## src/rtl/intx_pkg.sv

```systemverilog
package intx_pkg;

    typedef enum logic [4:0] {
        OP_ADD   = 5'd0,  OP_ADDU  = 5'd1,  OP_SUB   = 5'd2,  OP_SUBU  = 5'd3,
        OP_ADDI  = 5'd4,  OP_ADDIU = 5'd5,  OP_AND   = 5'd6,  OP_OR    = 5'd7,
        OP_XOR   = 5'd8,  OP_NOR   = 5'd9,  OP_ANDI  = 5'd10, OP_ORI   = 5'd11,
        OP_XORI  = 5'd12, OP_LUI   = 5'd13, OP_SLL   = 5'd14, OP_SRL   = 5'd15,
        OP_SRA   = 5'd16, OP_SLLV  = 5'd17, OP_SRLV  = 5'd18, OP_SRAV  = 5'd19,
        OP_LB    = 5'd20, OP_LBU   = 5'd21, OP_LH    = 5'd22, OP_LHU   = 5'd23
    } intx_op_e;

    typedef enum logic [1:0] {
        LG_AND = 2'd0, LG_OR = 2'd1, LG_XOR = 2'd2, LG_NOR = 2'd3
    } intx_logic_e;

    typedef enum logic [1:0] {
        SH_LEFT = 2'd0, SH_RLOG = 2'd1, SH_RARI = 2'd2
    } intx_shift_e;

    function automatic logic op_may_trap(intx_op_e op);
        return (op == OP_ADD) || (op == OP_SUB) || (op == OP_ADDI);
    endfunction

endpackage

```

## src/rtl/intx_arith.sv

```systemverilog
module intx_arith #(
    parameter int W = 32
) (
    input  logic [W-1:0] lhs_i,
    input  logic [W-1:0] rhs_i,
    input  logic         sub_i,
    input  logic         trap_en_i,
    output logic [W-1:0] sum_o,
    output logic         ovf_o
);
    logic [W-1:0] sum_d;
    logic         sign_flip;

    always_comb begin
        sum_d = sub_i ? (lhs_i - rhs_i) : (lhs_i + rhs_i);
        if (sub_i) begin
            sign_flip = (lhs_i[W-1] != rhs_i[W-1]) && (sum_d[W-1] != lhs_i[W-1]);
        end else begin
            sign_flip = (lhs_i[W-1] == rhs_i[W-1]) && (sum_d[W-1] != lhs_i[W-1]);
        end
    end

    assign sum_o = sum_d;
    assign ovf_o = trap_en_i & sign_flip;
endmodule

```

## src/rtl/intx_logic_shift.sv

```systemverilog
module intx_logic_shift
    import intx_pkg::*;
#(
    parameter int W   = 32,
    localparam int SHW = $clog2(W)
) (
    input  logic [W-1:0]   a_i,
    input  logic [W-1:0]   b_i,
    input  intx_logic_e    lfn_i,
    input  logic [W-1:0]   sh_src_i,
    input  logic [SHW-1:0] sh_amt_i,
    input  intx_shift_e    sfn_i,
    output logic [W-1:0]   logic_o,
    output logic [W-1:0]   shift_o
);
    always_comb begin
        unique case (lfn_i)
            LG_AND:  logic_o = a_i & b_i;
            LG_OR:   logic_o = a_i | b_i;
            LG_XOR:  logic_o = a_i ^ b_i;
            default: logic_o = ~(a_i | b_i);
        endcase
    end

    always_comb begin
        case (sfn_i)
            SH_LEFT: shift_o = sh_src_i << sh_amt_i;
            SH_RLOG: shift_o = sh_src_i >> sh_amt_i;
            default: shift_o = W'($signed(sh_src_i) >>> sh_amt_i);
        endcase
    end
endmodule

```

## src/rtl/intx_load_ext.sv

```systemverilog
module intx_load_ext #(
    parameter int W = 32,
    localparam int NB   = W / 8,
    localparam int NH   = W / 16,
    localparam int OFFW = $clog2(NB)
) (
    input  logic [W-1:0]    word_i,
    input  logic [OFFW-1:0] off_i,
    input  logic            half_i,
    input  logic            sgn_i,
    output logic [W-1:0]    data_o
);
    logic [7:0]  byte_lane [NB];
    logic [15:0] half_lane [NH];

    // lane 0 sits at the most significant end (big-endian order)
    for (genvar i = 0; i < NB; i++) begin : g_byte
        assign byte_lane[i] = word_i[W-1-8*i -: 8];
    end
    for (genvar j = 0; j < NH; j++) begin : g_half
        assign half_lane[j] = word_i[W-1-16*j -: 16];
    end

    logic [7:0]  sel_b;
    logic [15:0] sel_h;

    always_comb begin
        sel_b = byte_lane[off_i];
        sel_h = half_lane[off_i[OFFW-1:1]];
        if (half_i) begin
            data_o = {{(W-16){sgn_i & sel_h[15]}}, sel_h};
        end else begin
            data_o = {{(W-8){sgn_i & sel_b[7]}}, sel_b};
        end
    end
endmodule

```

## src/rtl/intx_unit.sv

```systemverilog
module intx_unit
    import intx_pkg::*;
#(
    parameter int W    = 32,
    parameter int IMMW = 16,
    localparam int SHW  = $clog2(W),
    localparam int OFFW = $clog2(W / 8)
) (
    input  logic            clk_i,
    input  logic            rst_ni,
    input  logic            vld_i,
    input  logic [4:0]      op_i,
    input  logic [W-1:0]    src_a_i,
    input  logic [W-1:0]    src_b_i,
    input  logic [IMMW-1:0] imm_i,
    input  logic [SHW-1:0]  shamt_i,
    input  logic [OFFW-1:0] off_i,
    output logic [W-1:0]    res_q,
    output logic            vld_q,
    output logic            wr_q,
    output logic            ovf_q
);
    typedef struct packed {
        logic [W-1:0] res;
        logic         vld;
        logic         wr;
        logic         ovf;
    } stage_t;

    stage_t   st_d, st_q;
    intx_op_e op_e;
    assign op_e = intx_op_e'(op_i);

    // operand preparation: immediates widened by operation class
    logic [W-1:0] imm_sx, imm_zx, imm_up;
    assign imm_sx = {{(W-IMMW){imm_i[IMMW-1]}}, imm_i};
    assign imm_zx = {{(W-IMMW){1'b0}}, imm_i};
    assign imm_up = {imm_i, {(W-IMMW){1'b0}}};

    logic         use_imm_arith, use_imm_logic, use_var_sh, do_sub, trap_en;
    logic         ld_half, ld_sgn;
    intx_logic_e  lfn;
    intx_shift_e  sfn;
    logic [W-1:0] ar_rhs, lg_rhs, ar_sum, lg_out, sh_out, ld_out;
    logic [SHW-1:0] sh_amt;
    logic         ar_ovf;

    always_comb begin
        use_imm_arith = (op_e == OP_ADDI) || (op_e == OP_ADDIU);
        use_imm_logic = (op_e == OP_ANDI) || (op_e == OP_ORI) || (op_e == OP_XORI);
        use_var_sh    = (op_e == OP_SLLV) || (op_e == OP_SRLV) || (op_e == OP_SRAV);
        do_sub        = (op_e == OP_SUB) || (op_e == OP_SUBU);
        trap_en       = op_may_trap(op_e);
        ld_half       = (op_e == OP_LH) || (op_e == OP_LHU);
        ld_sgn        = (op_e == OP_LB) || (op_e == OP_LH);
        ar_rhs        = use_imm_arith ? imm_sx : src_b_i;
        lg_rhs        = use_imm_logic ? imm_zx : src_b_i;
        sh_amt        = use_var_sh ? src_a_i[SHW-1:0] : shamt_i;
        case (op_e)
            OP_OR,  OP_ORI:  lfn = LG_OR;
            OP_XOR, OP_XORI: lfn = LG_XOR;
            OP_NOR:          lfn = LG_NOR;
            default:         lfn = LG_AND;
        endcase
        case (op_e)
            OP_SRL, OP_SRLV: sfn = SH_RLOG;
            OP_SRA, OP_SRAV: sfn = SH_RARI;
            default:         sfn = SH_LEFT;
        endcase
    end

    intx_arith #(.W(W)) u_arith (
        .lhs_i     (src_a_i),
        .rhs_i     (ar_rhs),
        .sub_i     (do_sub),
        .trap_en_i (trap_en),
        .sum_o     (ar_sum),
        .ovf_o     (ar_ovf)
    );

    intx_logic_shift #(.W(W)) u_lsh (
        .a_i      (src_a_i),
        .b_i      (lg_rhs),
        .lfn_i    (lfn),
        .sh_src_i (src_b_i),
        .sh_amt_i (sh_amt),
        .sfn_i    (sfn),
        .logic_o  (lg_out),
        .shift_o  (sh_out)
    );

    intx_load_ext #(.W(W)) u_ldx (
        .word_i (src_b_i),
        .off_i  (off_i),
        .half_i (ld_half),
        .sgn_i  (ld_sgn),
        .data_o (ld_out)
    );

    // next-state process
    always_comb begin
        logic [W-1:0] r;
        logic         legal;
        legal = 1'b1;
        case (op_e)
            OP_ADD, OP_ADDU, OP_SUB, OP_SUBU, OP_ADDI, OP_ADDIU:   r = ar_sum;
            OP_AND, OP_OR, OP_XOR, OP_NOR, OP_ANDI, OP_ORI, OP_XORI: r = lg_out;
            OP_LUI:                                                 r = imm_up;
            OP_SLL, OP_SRL, OP_SRA, OP_SLLV, OP_SRLV, OP_SRAV:      r = sh_out;
            OP_LB, OP_LBU, OP_LH, OP_LHU:                           r = ld_out;
            default: begin
                r     = '0;
                legal = 1'b0;
            end
        endcase
        st_d     = '0;
        st_d.vld = vld_i;
        if (vld_i) begin
            st_d.res = r;
            st_d.ovf = legal & ar_ovf;
            st_d.wr  = legal & ~ar_ovf;
        end
    end

    // register process
    always_ff @(posedge clk_i) begin
        if (!rst_ni) begin
            st_q <= '0;
        end else begin
            st_q <= st_d;
        end
    end

    assign res_q = st_q.res;
    assign vld_q = st_q.vld;
    assign wr_q  = st_q.wr;
    assign ovf_q = st_q.ovf;

    // only the three trapping codes may ever raise the flag
    p_no_overflow_r3: assert property (@(posedge clk_i) disable iff (!rst_ni)
        ovf_q |-> ($past(op_i) == 5'd0 || $past(op_i) == 5'd2 || $past(op_i) == 5'd4));

    p_ovf_blocks_wr_r10: assert property (@(posedge clk_i) disable iff (!rst_ni)
        ovf_q |-> (!wr_q && vld_q));

    p_idle_quiet_r10: assert property (@(posedge clk_i) disable iff (!rst_ni)
        !vld_i |=> (!vld_q && !wr_q && !ovf_q));

    p_lui_low_clear_r6: assert property (@(posedge clk_i) disable iff (!rst_ni)
        (vld_i && op_i == 5'd13) |=> (res_q[W-IMMW-1:0] == '0));

    p_lbu_zero_fill_r9: assert property (@(posedge clk_i) disable iff (!rst_ni)
        (vld_i && op_i == 5'd21) |=> (res_q[W-1:8] == '0));

    p_undef_no_wr_r12: assert property (@(posedge clk_i) disable iff (!rst_ni)
        (vld_i && op_i > 5'd23) |=> (!wr_q && !ovf_q && res_q == '0));

    p_reset_clear_r11: assert property (@(posedge clk_i)
        !rst_ni |=> (!vld_q && !wr_q && !ovf_q && res_q == '0));
endmodule

```

## config.mk

```make
export PLATFORM = sky130hd
export DESIGN_NAME = intx_unit
export DESIGN_NICKNAME = d
export VERILOG_FILES = /design/src/rtl/intx_pkg.sv /design/src/rtl/intx_arith.sv /design/src/rtl/intx_logic_shift.sv /design/src/rtl/intx_load_ext.sv /design/src/rtl/intx_unit.sv
export SDC_FILE = /design/constraint.sdc
export NUM_CORES = 1
export LEC_CHECK = 0
export BUFFER_PORTS_ARGS = -buffer_cell sky130_fd_sc_hd__buf_2
export CAP_MARGIN = 5
export CORE_ASPECT_RATIO = 1.4
export CORE_MARGIN = 3
export CORE_UTILIZATION = 42
export DETAILED_ROUTE_END_ITERATION = 6
export PLACE_DENSITY = 0.62
export SYNTH_ARGS = -nofsm -noshare
export SYNTH_HDL_FRONTEND = slang
export SYNTH_SLANG_ARGS = --single-unit
```

## constraint.sdc

```tcl
create_clock -name clk_i -period 5.6 [get_ports clk_i]
set_input_delay 0.28 -clock clk_i [delete_from_list [all_inputs] [get_ports clk_i]]
set_output_delay 0.28 -clock clk_i [all_outputs]
set_load 0.02 [all_outputs]
```

## Word-level counts from Yosys, hierarchy flattened

Index checks and enable logic that the tools add are counted.
W data, S select, Z words.

| operators by class | value |
|---|---|
| add/subtract/negate cells | 2 |
| multiply operators | 0 |
| divide/modulo/power cells | 0 |
| order comparisons | 2 |
| equal/unequal tests | 29 |
| shifts and indexed selects | 3 |
| muxes and demuxes | 18 |
| bitwise logic cells | 12 |
| reductions and logical operators | 25 |

Operators by type and width:

| operator | number |
|---|---|
| $pmux W32 S5 | 1 |
| $mux W32 | 4 |
| $pmux W32 S3 | 1 |
| $pmux W32 S2 | 1 |
| $mux W16 | 3 |
| $eq A5 B4 Y1 const B | 8 |
| $eq A5 B5 Y1 const B | 8 |
| $add A32 B32 Y32 | 1 |
| $and A32 B32 Y32 | 1 |
| $not A32 Y32 | 1 |
| $or A32 B32 Y32 | 1 |
| $shl A32 B5 Y32 | 1 |
| $shr A32 B5 Y32 | 1 |
| $sshr A32 B5 Y32 | 1 |
| $sub A32 B32 Y32 | 1 |
| $xor A32 B32 Y32 | 1 |
| $reduce_or A24 Y1 | 1 |
| $eq A5 B3 Y1 const B | 4 |
| $bmux W8 S2 | 1 |
| $mux W8 | 2 |
| $reduce_or A6 Y1 | 2 |
| $eq A5 B2 Y1 const B | 2 |
| $logic_or A1 B1 Y1 | 10 |
| $reduce_or A2 Y1 | 4 |
| 21 further kinds | 30 |

| storage, ports and cells | value |
|---|---|
| bits in registers | 35 |
| bits in latches | 0 |
| bits in writable memories | 0 |
| bits in read-only memories | 0 |
| memories | 0 |

## Depth between registers and ports, before layout

Gate-level depths: netlist of the first run.

| depth | value |
|---|---|
| depth in word-level cells | 11 |
| mapped depth | 21 |
| mapped depth without buffers | 18 |

## Cells and area by module

From an unflattened synthesis of the first run, not the netlist that was laid out.

| unflattened totals | value |
|---|---|
| cells, all modules | 1560 |
| area, all modules | 11796.3 µm² |

By module, submodules not included:

| module | instances | cells each | area each (µm²) | sequential area each (µm²) |
|---|---|---|---|---|
| intx_logic_shift | 1 | 796 | 5947.0 | 0.0 |
| intx_unit | 1 | 335 | 2821.5 | 700.7 |
| intx_arith | 1 | 378 | 2484.9 | 0.0 |
| intx_load_ext | 1 | 51 | 543.0 | 0.0 |

## Worst setup path before layout of the first run

No wires, ideal clock.

| timing path | value |
|---|---|
| path kind | input -> register |
| start point | in op_i[1] |
| end point | reg st_q (netlist bit ovf_q) |
| setup time | 115 ps |
| arrival | 4895 ps |
| path slack | 590 ps |
| stages | 18 |
| path buffers | 1 |
| cells stage by stage | buf_6 > or4b_4 > or4_1 > a222oi_1 > o21a_2 > nand2_2 > or4_4 > a21oi_1 > o21ba_1 > ha_1 > a21oi_1 > o21a_1 > o21ai_0 > a21o_1 > a21oi_1 > o41a_1 > xnor3_1 > and3_1 |

| on the way | value |
|---|---|
| longest elaborated chain between the ends | 10 |
| elaborated cells on any way between the ends | 42 |
| those cells by class | add/sub (2); eq/ne (26); mux (4); bitwise (2); reduce/logical (8) |

Ends and longest elaborated chain:

| what | RTL line | text |
|---|---|---|
| start, declared | intx_unit.sv:12 | `input logic [4:0] op_i,` |
| $eq A5 B3 Y1, on equally long branches | intx_pkg.sv:21, intx_unit.sv:49, intx_unit.sv:105 |  |
| $logic_or A1 B1 Y1 | intx_unit.sv:49 | `use_imm_arith = (op_e == OP_ADDI) \|\| (op_e == OP_ADDIU);` |
| $mux W32 | intx_unit.sv:56 | `ar_rhs = use_imm_arith ? imm_sx : src_b_i;` |
| $add A32 B32 Y32 or $sub A32 B32 Y32 (tied branches) | intx_arith.sv:15 | `sum_d = sub_i ? (lhs_i - rhs_i) : (lhs_i + rhs_i);` |
| $mux W32 | intx_arith.sv:15 |  |
| $ne A1 B1 Y1 | intx_arith.sv:17, intx_arith.sv:19 |  |
| $logic_and A1 B1 Y1, on equally long branches | intx_arith.sv:19, intx_arith.sv:17 |  |
| $mux W1 | intx_arith.sv:16 | `if (sub_i) begin` |
| $and A1 B1 Y1 | intx_arith.sv:24 | `assign ovf_o = trap_en_i & sign_flip;` |
| $and A1 B1 Y1 (*) | intx_unit.sv:120 | `st_d.ovf = legal & ar_ovf;` |
| end signal, assigned | intx_unit.sv:130 | `st_q <= st_d;` |
| end, declared | intx_unit.sv:30 | `stage_t st_d, st_q;` |

Every way passes the cells marked *; elsewhere a longest branch is shown, timed or not.
A chain may end at the register's enable or synchronous reset.

## Worst setup path after layout of the first run

Ends and elaborated chain as after synthesis.

==> results by group, run 1 <==
Run status
  • Status: completed

Synthesis
  • Async set-reset flop share out of synthesis: 0
  • Synth Register Bits: 35
  • Post-synthesis sequential area ratio: 0.0604
  • Synth top area share: 0.103
  • Syn. warnings: 0
  • Synth Instances: 1686
  • Syn nets: about 1900
  • Top cells by area, synth: ha_1 10%, a21oi_1 8.5%, mux2i_1 7.3%
  • Ys flop type: dfxtp_1
  • Synthesized area: approximately 12000 sq um
  • Syn Area/Cell: 6.87 sq um
  • EDFF count, synth: 0
  • Cell variety after synth: between 80 and 90
  • Leading area contributor after synthesis: ha_1

Setup path
  • Setup crit end kind: flop
  • Worst path cell trace: buf_2, or4b_4, or4_1, a222oi_1, buf_4, o21a_2, nand2_2, or4_4, a21oi_1, o21ba_1, ha_1, a21oi_1, o21a_1, o21ai_0, a21o_1, a21oi_1, o41a_1, xnor3_1, and3_1
  • Crit-path max FO: 13
  • WP data arrival: 5310 ps
  • Critical path type: in -> reg
  • CP peak stage delay: about 640 ps
  • CP max stage cell: or4b_4
  • Crit start category: input port
  • WP buf/inv: 2
  • Critical path required time: 5780 ps
  • CP dominant cell by count: a21oi_1
  • Top delay family on crit path: simple AND/OR/NAND/NOR gates

Clock tree
  • CTS tree: done
  • Clk buf depth: 2
  • PostCTS Resize Cnt: 0
  • CTS Sinks: 35
  • Root buffer cell: clkbuf_16
  • Setup bufs post-CTS: 0
  • H-tree levels: 2
  • Hold Buf Count CTS: 0
  • CTS Buf Count: 5
  • Reg clk slew, reported paths: ~60 ps

Global routing
  • First-pass GRT wire length: 95.0 mm
  • Initial antenna violation count: 5
  • Total grt overflow: 0
  • Vias in the first global route: ~14000
  • GRT Util Overall: 0.425
  • Largest net degree at the start of global routing: slightly above 50

Power and ir drop
  • Lkg Pwr: 5.64 nW
  • Sequential share of power: 0.130
  • Clock power share: 0.160
  • Cell internal pwr: 0.968 mW
  • Max VDD drop: approximately 0.13 mV
  • Gate power share: 0.711
  • Pwr Density: between 150 and 200 nW/um^2
  • Sw Ratio: 0.526
  • Net switching power: about 1.1 mW

Timing
  • Min cycle time layout: just over 5000 ps
  • Relative slew margins: 0.235
  • Final setup TNS: 0 ps
  • Pins Over Slew Limit: 0
  • Max frequency: 0.195 GHz
  • Tcrit/Tclk final: 0.916
  • Unrepaired setup endpoints after global routing: false
  • Hold Fails Final Rpt: 0
  • Final setup violation count: 0
  • Worst-Margin Slew: ~1100 ps

Routing
  • Residual DRC count: 0
  • Routed WL per cell: ~31 microns
  • DR vias: 14942
  • Final ANT Viol Nets: 0
  • Via/cell ratio: 7.05
  • DRT Wirelength: ~66 mm
  • DR iter-0 viols: 1799
  • TritonRoute pass-1 iters: 7

Die
  • Core ar.: around 27000 sq um
  • # IOs: 130
  • Die area: between 20000 and 30000 sq um
  • DIE HEIGHT: roughly 200 microns
  • Initial Utilization: 0.429
  • Width of the die: 146 microns
  • # rows: just over 70

Hold path
  • Hold Crit Class: in -> reg
  • WHS Endpoint: vld_q
  • HP Start: vld_i
  • WHS Path Cells: 3

Final layout
  • Nets@finish: 1941
  • Non-Filler Instances: approximately 2100
  • Fillers: 2922
  • Layout cells sized above 1: 0.175
  • Layout area overhead: 12.0%

Placement
  • Routability congestion estimate: 1.04
  • Post-DP HPWL: approximately 50 mm
  • Buffers on Ports: 129
  • Dpl cells: 2108

Job
  • Max_cap viols: 0
[tightest hold or removal path, delay by kind of cell]
kind | cells | cell delay (ps)
buffers and inverters | 2 | 220
and+or+nand+nor | 1 | 110
[state kept, by name (all words and copies together), names as in the netlist]
signal	count
ovf_q	1
vld_q	1
res_q	32
wr_q	1
[cells in the final DEF (no fill, tap or decap), drive strengths merged, types with 22 or more instances in the layout]
cell type	Yosys	final
nand3	41	41
xor2	32	32
mux2i	85	85
xnor2	38	38
mux4	31	31
ha	95	95
a21oi	198	198
nand2b	27	27
nor2	106	106
a221oi	28	28
dfxtp	35	35
inv	76	77
a31oi	22	22
nand2	191	191
buf	36	214
o21ai	116	116
a211oi	51	51
nor3	35	35
[power by group through the flow]
stage | clock network (mW) | registers (mW) | logic (mW)
final | 0.326 | 0.265 | 1.45
after global routing | 0.345 | 0.265 | 1.52
after CTS | 0.330 | 0.265 | 1.40
after detailed placement | 0 | 0.270 | 1.39
after global placement | 0 | 0.270 | 1.39
after floorplan | 0 | 0.285 | 0.854
[metal layers]
metal,up-vias,track usage,share of wire
met5,-,0,0.00055
met4,4,0.389,0.12
li1,6450,-,-
met3,372,0.0828,0.092
met2,1060,0.691,0.45
met1,7056,0.463,0.34
[logic make-up (layout without fill, tap and decap cells)]
group           Yosys count  after routing  share of synthesized area
compound gates          623            623                      0.351
xor+xnor                 71             71                     0.0548
fa+ha+maj                96             96                      0.104
buf+inv                 233            298                     0.0791
flops                    35             35                     0.0604
mux                     131            131                      0.148
other cells               0              3                          0
simple gates            497            497                      0.202
[per-stage QoR]
step / hold slack [ps] / util / setup WS, ps / power, mW / instance area, sq um
final: 385 / 0.481 / 473 / 2.04 / 13000
after global routing: 404 / 0.480 / 158 / 2.13 / 13000
after CTS: 380 / 0.480 / 528 / 2.00 / 13000
after detailed placement: 670 / 0.474 / 246 / 1.67 / 12800
after global placement: 668 / 0.474 / 253 / 1.66 / 12800
after floorplan: 444 / - / 590 / 1.14 / 11600
[Yosys cell counts, types with 10 or more instances]
| cell | instances |
|---|---|
| a21oi_1 | 198 |
| nand2_1 | 189 |
| clkbuf_1 | 121 |
| o21ai_0 | 110 |
| nor2_1 | 105 |
| ha_1 | 95 |
| mux2i_1 | 85 |
| inv_1 | 76 |
| a211oi_1 | 51 |
| nand3_1 | 41 |
| xnor2_1 | 38 |
| dfxtp_1 | 35 |
| nor3_1 | 34 |
| xor2_1 | 32 |
| mux4_2 | 31 |
| a221oi_1 | 28 |
| nand2b_1 | 27 |
| a31oi_1 | 22 |
| a21o_1 | 19 |
| o22ai_1 | 19 |
| and3_1 | 16 |
| buf_1 | 16 |
| buf_2 | 16 |
| o211ai_1 | 16 |
| mux2_2 | 15 |
| o21a_1 | 15 |
| a211o_1 | 14 |
| o31ai_1 | 14 |
| and2_1 | 13 |
| or3_1 | 13 |
| a311oi_1 | 11 |
| nand4_1 | 11 |
| a22oi_1 | 10 |
| nor4_1 | 10 |
[worst max-delay path by stage]
stage | start | endpoint | slack, ps | cells after the start
finish | op_i[1] | ovf_q | 470 | 19
global route | op_i[1] | res_q[24] | 160 | 19
floorplan | op_i[1] | ovf_q | 590 | 18
detailed placement | op_i[1] | ovf_q | 250 | 19
global placement | op_i[1] | ovf_q | 250 | 19
CTS | op_i[1] | ovf_q | 530 | 19
[layout make-up]
cell class	count	area (sq um)	area share
clock buffer	5	125	0.00964
inverter	76	285	0.0220
multi-input combinational	1418	10000	0.774
antenna	3	7.51	0.000578
clock inverter	3	47.5	0.00366
timing repair buffer	214	1310	0.101
tap	365	457	0.0352
sequential	35	701	0.0540
Note: power is estimated with default switching activity, not from simulation.
==> inputs of run 2 (changes only) <==
- CTS_BUF_LIST: unset -> sky130_fd_sc_hd__clkbuf_16
- PLACE_DENSITY: 0.62 -> 0.65
- clock period: 5.6 -> 4.65 ns (I/O delays scaled with it)
==> run 2 against run 1 <==
The run now ends with DRC left; clock-buffer cell count unchanged; setup slack worse by 310 ps; highest routed layer is now met4; critical path depth is 1 higher; utilization is 4.2 points higher; worst hold slack worse by 57 ps; via count up 2.7%; die area unchanged; first-iteration DRC count is 9.1% higher; design area up 8.6%; routed wire length shrank 2.5%; final cell count grew 6.1%; clock power is 20% higher.
==> results by group, run 2 (synthesis gave the netlist of run 1 again) <==
Routing
  • DRT Wirelength: between 60 and 70 mm
  • TritonRoute pass-1 iters: 7
  • DR iter-0 viols: 1962
  • Residual DRC count: 2
  • Final ANT Viol Nets: 0
  • DR vias: between 15000 and 20000
  • Via/cell ratio: a little under 7
  • Routed WL per cell: ~29 microns

Global routing
  • Initial antenna violation count: 2
  • Total grt overflow: 0
  • Vias in the first global route: between 10000 and 15000
  • GRT Util Overall: 0.413
  • Largest net degree at the start of global routing: between 40 and 50
  • First-pass GRT wire length: 93.6 mm

Run status
  • Failing checks: DRC
  • Status: finished with violations

Placement
  • Buffers on Ports: about 130
  • Post-DP HPWL: slightly below 50 mm
  • Post-DP Area: 13800 sq um
  • Routability congestion estimate: ~1.1

Setup path
  • Crit-path max FO: 8
  • Worst path cell trace: buf_2, or4b_4, or4_4, a222oi_1, buf_4, o21a_4, nand2_4, o31ai_4, xnor2_1, a21oi_1, ha_1, buf_4, nand2_1, o21ai_0, a21oi_1, o21ai_1, o21a_1, o211ai_1, or4b_2, o211ai_1
  • Critical path required time: 4850 ps
  • WP data arrival: about 4700 ps
  • Critical path type: in -> reg
  • CP max stage cell: or4b_2
  • CP peak stage delay: 630 ps
  • Setup crit end kind: flop
  • Crit start category: input port

Hold path
  • WHS Path Cells: 3
  • Hold Crit Class: in -> reg
  • HP Start: vld_i
  • WHS Endpoint: vld_q

Timing
  • Hold Fails Final Rpt: 0
  • Pins Over Slew Limit: 0
  • Max frequency: ~0.22 GHz
  • Final setup violation count: 0
  • Tcrit/Tclk final: 0.965
  • Fin Hold WS: about 330 ps
  • Final setup TNS: 0 ps
  • Min cycle time layout: about 4500 ps
  • Relative slew margins: 0.0441
  • Worst-Margin Slew: 1430 ps

Final layout
  • Largest register FFs: 32
  • Multi-input gate area: roughly 10000 sq um
  • Layout cells sized above 1: 0.243
  • Most frequent cells in the layout: 215 x buf_4, 192 x a21oi_1, 186 x nand2_1
  • Commonest non-fill, non-tap cell in the layout: buf_4
  • Register area: ~700 sq um
  • Fin area: 14100 sq um
  • Fillers: roughly 2800
  • Layout area overhead: 21.7%
  • Nets@finish: 2073
  • Finished Core Util: 0.522

Clock tree
  • CTS tree: done
  • Clk buf depth: 2
  • CTS Sinks: 35
  • H-tree levels: 2
  • Reg clk slew, reported paths: ~60 ps
  • Root buffer cell: clkbuf_16
  • CTS Buf Count: 5

Die
  • Core ar.: approximately 27000 sq um
  • Initial Utilization: 0.429
  • Die area: around 30000 sq um
  • # IOs: 130
  • Width of the die: 146 microns
  • # rows: 71
  • DIE HEIGHT: ~200 microns

Power and ir drop
  • Lkg Pwr: about 6.3 nW
  • Pwr Density: roughly 190 nW/um^2
  • Max VDD drop: between 0.1 and 0.15 mV

Job
  • Max_cap viols: 0
[run 2: changes by cell type in the layout (fill, tap and decap cells not counted), moves of 3 or more]
cell,change
o21ai_1,+5
buf_4,+132
o21ai_0,-8
a21oi_2,+4
o21ai_2,+3
a21oi_1,-5
[run 2: layer usage]
layer	up-vias	part of all wire	track usage
met2	1111	0.45	0.671
met3	401	0.10	0.0864
met1	7123	0.33	0.452
li1	6712	-	-
met4	0	0.12	0.373
met5	-	0	0
[run 2: what timing repair did]
action	in CTS	in global routing
pin swaps	0	12
endpoints found under the setup margin	1	10
hold endpoints to repair	0	0
hold buffers	0	0
buffers inserted	0	5
gates resized for setup	1	32
[run 2: final cells by class]
cell class | count | share of cell area
clock inverters | 3 | 0.00337
diodes | 1 | 0.000177
inverters | 76 | 0.0202
flip-flops and latches | 35 | 0.0497
well taps | 365 | 0.0324
multi-input cells | 1418 | 0.722
clock buffers | 5 | 0.00887
repair buffers | 346 | 0.163
[run 2: critical path: cells and delay by family]
kind | cells | cell delay (ps)
fa+ha+maj | 1 | 350
simple gates | 5 | 1830
xor+xnor | 1 | 150
buf+inv | 3 | 440
compound gates | 10 | 1660
[run 2: per-stage QoR]
stage               total power [mW]  worst slack (ps)  std cells
floorplan                       1.38              42.7       1686
global placement                2.12              -159       2235
detailed placement              2.14              -268       2235
CTS                             2.53              68.0       2243
global route                    2.76             -38.3       2248
finish                          2.63               164       2249
[run 2: worst max-delay path by stage]
| stage | from | end |
|---|---|---|
| final | op_i[3] | res_q[30] |
| after global routing | op_i[3] | res_q[30] |
| after floorplan | op_i[1] | res_q[30] |
| after CTS | imm_i[1] | res_q[24] |
| after global placement | imm_i[1] | ovf_q |
| after detailed placement | imm_i[1] | res_q[24] |
[run 2: power breakdown]
part,switching (mW),internal (mW)
Combinational,1.19,0.737
Clock,0.134,0.255
Sequential,0.00464,0.314
Total,1.33,1.31
==> inputs of run 3 (changes only) <==
- CORE_UTILIZATION: 42 -> 30
- PLACE_DENSITY: 0.65 -> unset
- PLACE_DENSITY_LB_ADDON: unset -> 0.05
==> run 3 against run 2 <==
The flow now finishes without violations; non-clock buffer count grew 41; critical endpoint is now res_q[31]; critical path type unchanged; via count shrank 1.2%; utilization shrank 14 points; sequential power is essentially flat; design area grew 2.9%; sequential share of layout area shrank 0.14 points; combinational power grew 5%; critical path depth shrank 2; routed wire length grew 16%; largest cell class unchanged; global-route usage shrank 6.3 points; clock power shrank 2%.
==> results by group, run 3 (synthesis gave the netlist of run 1 again) <==
Setup path
  • WP data arrival: 4740 ps
  • Critical path type: in -> reg
  • Critical path required time: roughly 4800 ps
  • Setup crit end kind: flop
  • Crit-path max FO: 8
  • Crit start category: input port

Final layout
  • Layout area overhead: 25.2%
  • Most frequent cells in the layout: 255 x buf_4, 193 x a21oi_1, 187 x nand2_1
  • Layout cells sized above 1: 0.256
  • Commonest non-fill, non-tap cell in the layout: buf_4
  • Non-Filler Instances: 2398
  • Fin area: ~15000 sq um
  • Finished Core Util: 0.384
  • Nets@finish: roughly 2100
  • Largest register FFs: 32

Die
  • Width of the die: ~170 microns
  • DIE HEIGHT: 239 microns
  • # IOs: 130
  • Core ar.: roughly 38000 sq um
  • Initial Utilization: 0.306
  • # rows: 84
  • Die area: around 41000 sq um

Timing
  • Fin Hold WS: ~390 ps
  • Final setup TNS: 0 ps
  • Final setup violation count: 0
  • Relative slew margins: 0.148
  • Max frequency: 0.219 GHz
  • Min cycle time layout: roughly 4600 ps
  • Hold Fails Final Rpt: 0
  • Final Worst Setup Slack: 77.6 ps
  • Pins Over Slew Limit: 0
  • Unrepaired setup endpoints after global routing: true
  • Worst-Margin Slew: 1270 ps
  • Tcrit/Tclk final: 0.983

Power and ir drop
  • Tot Pwr: around 2.7 mW
  • Max VDD drop: ~0.14 mV
  • Pwr Density: 188 nW/um^2
  • Lkg Pwr: approximately 6.5 nW

Routing
  • Final ANT Viol Nets: 0
  • DR iter-0 viols: around 1400
  • Residual DRC count: 0
  • TritonRoute pass-1 iters: 6
  • Via/cell ratio: between 6 and 7
  • Routed WL per cell: between 30 and 40 microns
  • DR vias: around 15000
  • DRT Wirelength: approximately 74 mm

Clock tree
  • CTS Sinks: 35
  • CTS Buf Count: 5
  • Root buffer cell: clkbuf_16
  • H-tree levels: 2
  • Reg clk slew, reported paths: about 60 ps
  • Hold Buf Count CTS: 0
  • CTS tree: done
  • Clk buf depth: 2

Run status
  • Status: completed

Placement
  • Routability congestion estimate: 1.00
  • Buffers on Ports: approximately 130
  • Place WS: -285 ps
  • Post-DP Area: 14300 sq um
  • Post-DP HPWL: around 60 mm
  • Dpl cells: between 2000 and 2500

Global routing
  • Largest net degree at the start of global routing: between 40 and 50
  • Total grt overflow: 0
  • Vias in the first global route: approximately 15000
  • GRT Util Overall: 0.351
  • First-pass GRT wire length: 105 mm
  • Initial antenna violation count: 2

Hold path
  • WHS Path Cells: 3
  • Hold Crit Class: in -> reg
  • HP Start: vld_i
  • WHS Endpoint: vld_q

Job
  • Max_cap viols: 0
## run 3: cell count changes in the layout (fill, tap and decap cells not counted), sizes merged
cell	previous run	this run
buf	346	387
## run 3: worst max-delay path by stage
stage | startpoint | to | slack (ps) | depth (start not counted)
floorplan | op_i[1] | res_q[30] | 40 | 19
global placement | op_i[4] | ovf_q | -240 | 18
detailed placement | op_i[4] | res_q[24] | -290 | 20
CTS | op_i[4] | res_q[30] | 0.8 | 19
global route | op_i[1] | res_q[30] | -90 | 18
finish | op_i[1] | res_q[31] | 80 | 18
## run 3: timing repair
item                       CTS  global route
buffers inserted             0             1
setup endpoints to repair    1            10
pin swaps                    0             6
resized for setup            1            20
## run 3: area by class of cell
| type | count | area, sq um |
|---|---|---|
| Fill cell | 4158 | 23300 |
| Multi-Input combinational cell | 1418 | 10100 |
| Timing Repair Buffer | 387 | 2620 |
| Sequential cell | 35 | 701 |
| Tap cell | 473 | 592 |
| Inverter | 76 | 285 |
| Clock buffer | 5 | 125 |
| Clock inverter | 3 | 47.5 |
| Antenna cell | 1 | 2.50 |
## run 3: where the power goes
part / total (mW) / internal [mW] / switching (mW) / leakage, nW
Sequential: 0.319 / 0.314 / 0.00493 / 0.284
Clock: 0.381 / 0.255 / 0.125 / 0.0844
Combinational: 2.02 / 0.780 / 1.24 / 6.13
## run 3: per-layer routing
| layer | part of all wire | vias up | GRT usage | wire length [microns] |
|---|---|---|---|---|
| met1 | 0.36 | 7423 | 0.390 | 26800 |
| met3 | 0.059 | 253 | 0.0460 | 4420 |
| met4 | 0.091 | 0 | 0.241 | 6790 |
| li1 | - | 6779 | - | - |
| met2 | 0.49 | 710 | 0.612 | 36300 |
| met5 | 0 | - | 0 | 0 |
## run 3: critical path, stage by stage
cell and delay [ps]:
buf_2 110, or4b_4 620, or4_4 440, a222oi_1 460, o21a_2 270, nand2_4 110, o41ai_2 260, xnor2_1 180
a21oi_1 100, ha_1 330, nand2_2 80, nor4_2 290, a211oi_1 120, buf_4 160, o41a_1 410, buf_4 150
xnor2_1 110, a221o_1 300
